===== config.mk =====
export PLATFORM = sky130hd
export DESIGN_NAME = quad_enc_emu
export DESIGN_NICKNAME = d
export VERILOG_FILES = /design/src/rtl/qe_pkg.sv /design/src/rtl/qe_ctrl.sv /design/src/rtl/qe_dp.sv /design/src/rtl/quad_enc_emu.sv
export SDC_FILE = /design/constraint.sdc
export NUM_CORES = 1
export LEC_CHECK = 0
export ABC_AREA = 1
export CAP_MARGIN = 20
export CORE_AREA = 5 5 42 44
export DETAILED_ROUTE_END_ITERATION = 10
export DIE_AREA = 0 0 47 49
export PLACE_DENSITY = 0.83
export SETUP_SLACK_MARGIN = 0.05
export SYNTH_ARGS = -nofsm -noshare
export SYNTH_HDL_FRONTEND = slang
export SYNTH_HIERARCHICAL = 1
export SYNTH_SLANG_ARGS = --single-unit

===== constraint.sdc =====
create_clock -name clk -period 1.87 [get_ports clk]
set_clock_uncertainty 0.15 [all_clocks]
set_input_delay 0.374 -clock clk [delete_from_list [all_inputs] [get_ports clk]]
set_output_delay 0.374 -clock clk [all_outputs]
set_load 0.005 [all_outputs]

===== src/rtl/qe_pkg.sv =====
package qe_pkg;
  localparam int NUM_CODES = 4;
  localparam int CODE_W = 2;

  typedef struct packed {
    logic              load;
    logic [CODE_W-1:0] resCode;
  } qeCtrl_t;
endpackage


===== src/rtl/qe_ctrl.sv =====
module qe_ctrl
  import qe_pkg::*;
(
  input  logic              clk,
  input  logic              rstN,
  input  logic [CODE_W-1:0] dataRes,
  input  logic [CODE_W-1:0] encRes,
  input  logic              inValid,
  output qeCtrl_t           ctrl,
  output logic [CODE_W-1:0] effRes
);
  logic [CODE_W-1:0] clampCode;

  always_comb begin
    clampCode    = (encRes > dataRes) ? dataRes : encRes;
    ctrl.resCode = clampCode;
    ctrl.load    = inValid;
  end

  always_ff @(posedge clk or negedge rstN) begin
    if (!rstN) effRes <= '0;
    else       effRes <= clampCode;
  end
endmodule


===== src/rtl/qe_dp.sv =====
module qe_dp
  import qe_pkg::*;
#(
  parameter int POS_W = 16
) (
  input  logic             clk,
  input  logic             rstN,
  input  logic [POS_W-1:0] posIn,
  input  qeCtrl_t          ctrl,
  output logic             encA,
  output logic             encB,
  output logic             encIdx
);
  localparam int MAX_SHIFT = 2 * (NUM_CODES - 1);

  logic [POS_W-1:0] truncSel [NUM_CODES];
  logic [POS_W-1:0] trunc;

  for (genvar c = 0; c < NUM_CODES; c++) begin : g_trunc
    assign truncSel[c] = posIn >> (MAX_SHIFT - 2 * c);
  end

  assign trunc = truncSel[ctrl.resCode];

  always_ff @(posedge clk or negedge rstN) begin
    if (!rstN) begin
      encA   <= 1'b0;
      encB   <= 1'b0;
      encIdx <= 1'b1;
    end else if (ctrl.load) begin
      encA   <= trunc[1] ^ trunc[0];
      encB   <= trunc[1];
      encIdx <= (trunc == '0);
    end
  end
endmodule


===== src/rtl/quad_enc_emu.sv =====
module quad_enc_emu
  import qe_pkg::*;
#(
  parameter int POS_W = 16
) (
  input  logic             clk,
  input  logic             rstN,
  input  logic [POS_W-1:0] posIn,
  input  logic [1:0]       dataRes,
  input  logic [1:0]       encRes,
  input  logic             inValid,
  output logic             encA,
  output logic             encB,
  output logic             encIdx,
  output logic [1:0]       effRes
);
  qeCtrl_t ctrl;

  qe_ctrl u_ctrl (
    .clk(clk), .rstN(rstN), .dataRes(dataRes), .encRes(encRes),
    .inValid(inValid), .ctrl(ctrl), .effRes(effRes)
  );

  qe_dp #(.POS_W(POS_W)) u_dp (
    .clk(clk), .rstN(rstN), .posIn(posIn), .ctrl(ctrl),
    .encA(encA), .encB(encB), .encIdx(encIdx)
  );
endmodule


==> run metrics <==
status=finished, violations left; failing checks=negative setup slack; CTS Buf Count=3; Final Setup Violations=1; Core ar.=1400 µm²; Post-Place Setup Slack=-0.973 ns; Pre-Repair DR Iteration Count=3; clock slew at reported path FFs=0.04 ns; Die W=47 µm; CP endpoint kind=register; Tmin final=1.91 ns; total track usage=0.132; cell total after placement=106; Rel. slew slack=0.795; Clock Latency Late Sink=0.24 ns; Via-to-Cell Ratio=4.53; syn avg cell area=6.80 µm²; Max Freq=0.523 GHz; arrival time at the worst endpoint=1.94 ns; Post-Route WL=1340 µm; layout cells sized above 1=0.431; # IOs=28; drt wl/cell=11.4 µm; fin crit share=1.02; Util after Layout=0.647; largest net degree at the start of global routing=7; number of fill cells in the layout=120; Total Power=509 µW; Crit Path Max Fanout=6; final worst slack=-0.0413 ns; Post-CTS Hold Fix Bufs=0; multi-input logic area=338 µm²; Worst Setup Path Type=input port to register; clk buf depth=2; number of global-route vias before repair=577; Final Hold Violating Endpoints=0; maximum VDD drop=0.360 mV; maxcap violations=0; Reg area=126 µm²; Worst Tran Pin Value=0.307 ns; Starting Density=0.301; first-pass GRT wire length=2220 µm; post-synthesis sequential area ratio=0.300; hold_ws=0.195 ns; synthesized net count=89; R2R Path End=u_dp/encIdx; area grow syn2layout=115%; global placement routability congestion=0.650; Iteration-0 DRC Markers=1; initial antenna violation count=0; number of diodes=0; WP data required=1.90 ns; Power Dens Cells=561 nW/µm²; clk sink count=5; Antenna Nets Post-Route=0; Post-Syn Instances=62; height of the die=49 µm; Rows=14; Remaining DRCs=0; Overflow after GRT=0; via count=535; worst min path class=input port to asynchronous set/reset pin; reg2reg setup slack=1.02 ns; H-tree depth=1; hpwl dp=955 µm; CTS tree=done; Final Non-Filler Cells=118; yosys synthesis warning count=6; final net count=130; worst r2r src=u_dp/encIdx; Port Buffers=27; worst reg-to-reg path cell count=2; Final Max Slew Viols=0; clock root buffer=clkbuf_4; CP Launch Type=input port; RSZ-0062 raised after global routing=yes; Die ar.=2300 µm²; P_leak=0.000413 µW; Yosys reg bits=5; Netlist cell types=19; Cell Area, Synth=422 µm²
synthesized netlist by cell type:
library cell	count	area (µm²)
inv_1	6	22.5
nand2_1	25	93.8
nand4_1	1	6.26
o21ai_1	1	5.00
inv_4	1	6.26
buf_6	1	11.3
ha_1	4	50.1
o21ai_2	1	8.76
dfstp_2	1	26.3
nand2_2	1	6.26
buf_4	1	7.51
o21ai_0	2	10.0
nor2_4	1	11.3
nor2_1	6	22.5
nand3_1	3	15.0
nand3b_1	1	7.51
inv_2	1	3.75
o211ai_1	1	7.51
dfrtp_1	4	100
where the power goes:
group          total, µW  internal [µW]  switching, µW  leakage (µW)
clock                125           80.6           44.0     0.0000150
combinational        257            152            105      0.000338
sequential           127            122           5.23     0.0000595
total                509            355            154      0.000413
stage by stage:
step           area, µm²  TNS, ns
4_1_cts              882  -0.0265
2_1_floorplan        463   -0.140
6_report             907  -0.0413
3_5_place_dp         757    -2.84
5_1_grt              907   -0.260
3_3_place_gp         757    -2.55
sequential cells by signal, indices dropped and copies added, names as in the netlist:
signal / count
u_dp/encIdx: 1
u_dp/encA: 1
u_dp/encB: 1
u_ctrl/effRes: 2
worst max-delay path, cell delays in order:
cell     delay (ns)
buf_8          0.09
inv_8          0.03
ha_4           0.25
nand2_2        0.05
nand2_2        0.07
nand2_2        0.05
nand2_2        0.07
nand2_4        0.08
buf_6          0.13
nand2_2        0.07
nand2_4        0.06
o21ai_4        0.15
ha_4           0.14
nand4_1        0.11
nor2_4         0.10
nand2_1        0.06
nand2_1        0.07
cells in the final DEF, fill, tap and decap left out, types with 2 or more instances in the layout:
cell and count:
buf_2 2, inv_2 3, inv_1 3, ha_4 3, nor2_1 6, dfrtp_1 4
nand2_2 11, buf_6 3, buf_4 9, nand3_1 2, clkbuf_4 3, nand2_4 2
clkdlybuf4s50_1 23, nand2_1 13
layer usage:
layer	GRT usage	vias to the layer above	wire, µm
met5	0	-	0
met4	0.0829	0	22
met3	0.0332	2	163
met2	0.222	22	715
met1	0.136	238	442
li1	-	273	-
cell type report:
cell class                 instances  area share
clock buffer                       4      0.0290
timing repair buffer              38       0.393
multi-input combinational         47       0.372
inverter                           8      0.0441
sequential                         5       0.139
tap                               16      0.0221
worst max path at each step:
stage                  endpoint  depth (start not counted)  startpoint
detailed placement  u_dp/encIdx                         16  dataRes[1]
floorplan           u_dp/encIdx                         15   encRes[0]
global placement    u_dp/encIdx                         16  dataRes[1]
CTS                 u_dp/encIdx                         17  dataRes[1]
finish              u_dp/encIdx                         17  dataRes[1]
global route        u_dp/encIdx                         17  dataRes[1]
repair_timing:
action                                  4_1_cts  5_1_grt
pin swaps                                    14        1
setup buffers                                 6        2
endpoints found under the setup margin        4        3
resized for setup                            39        4
cells by family after synthesis:
family	after synthesis	share of synthesized area
adders and majority gates	4	0.119
buffers and inverters	10	0.122
and+or+nand+nor	38	0.386
AOI/OAI and AO/OA	5	0.0742
DFF	5	0.300
Note: power is estimated with default switching activity, not from simulation.
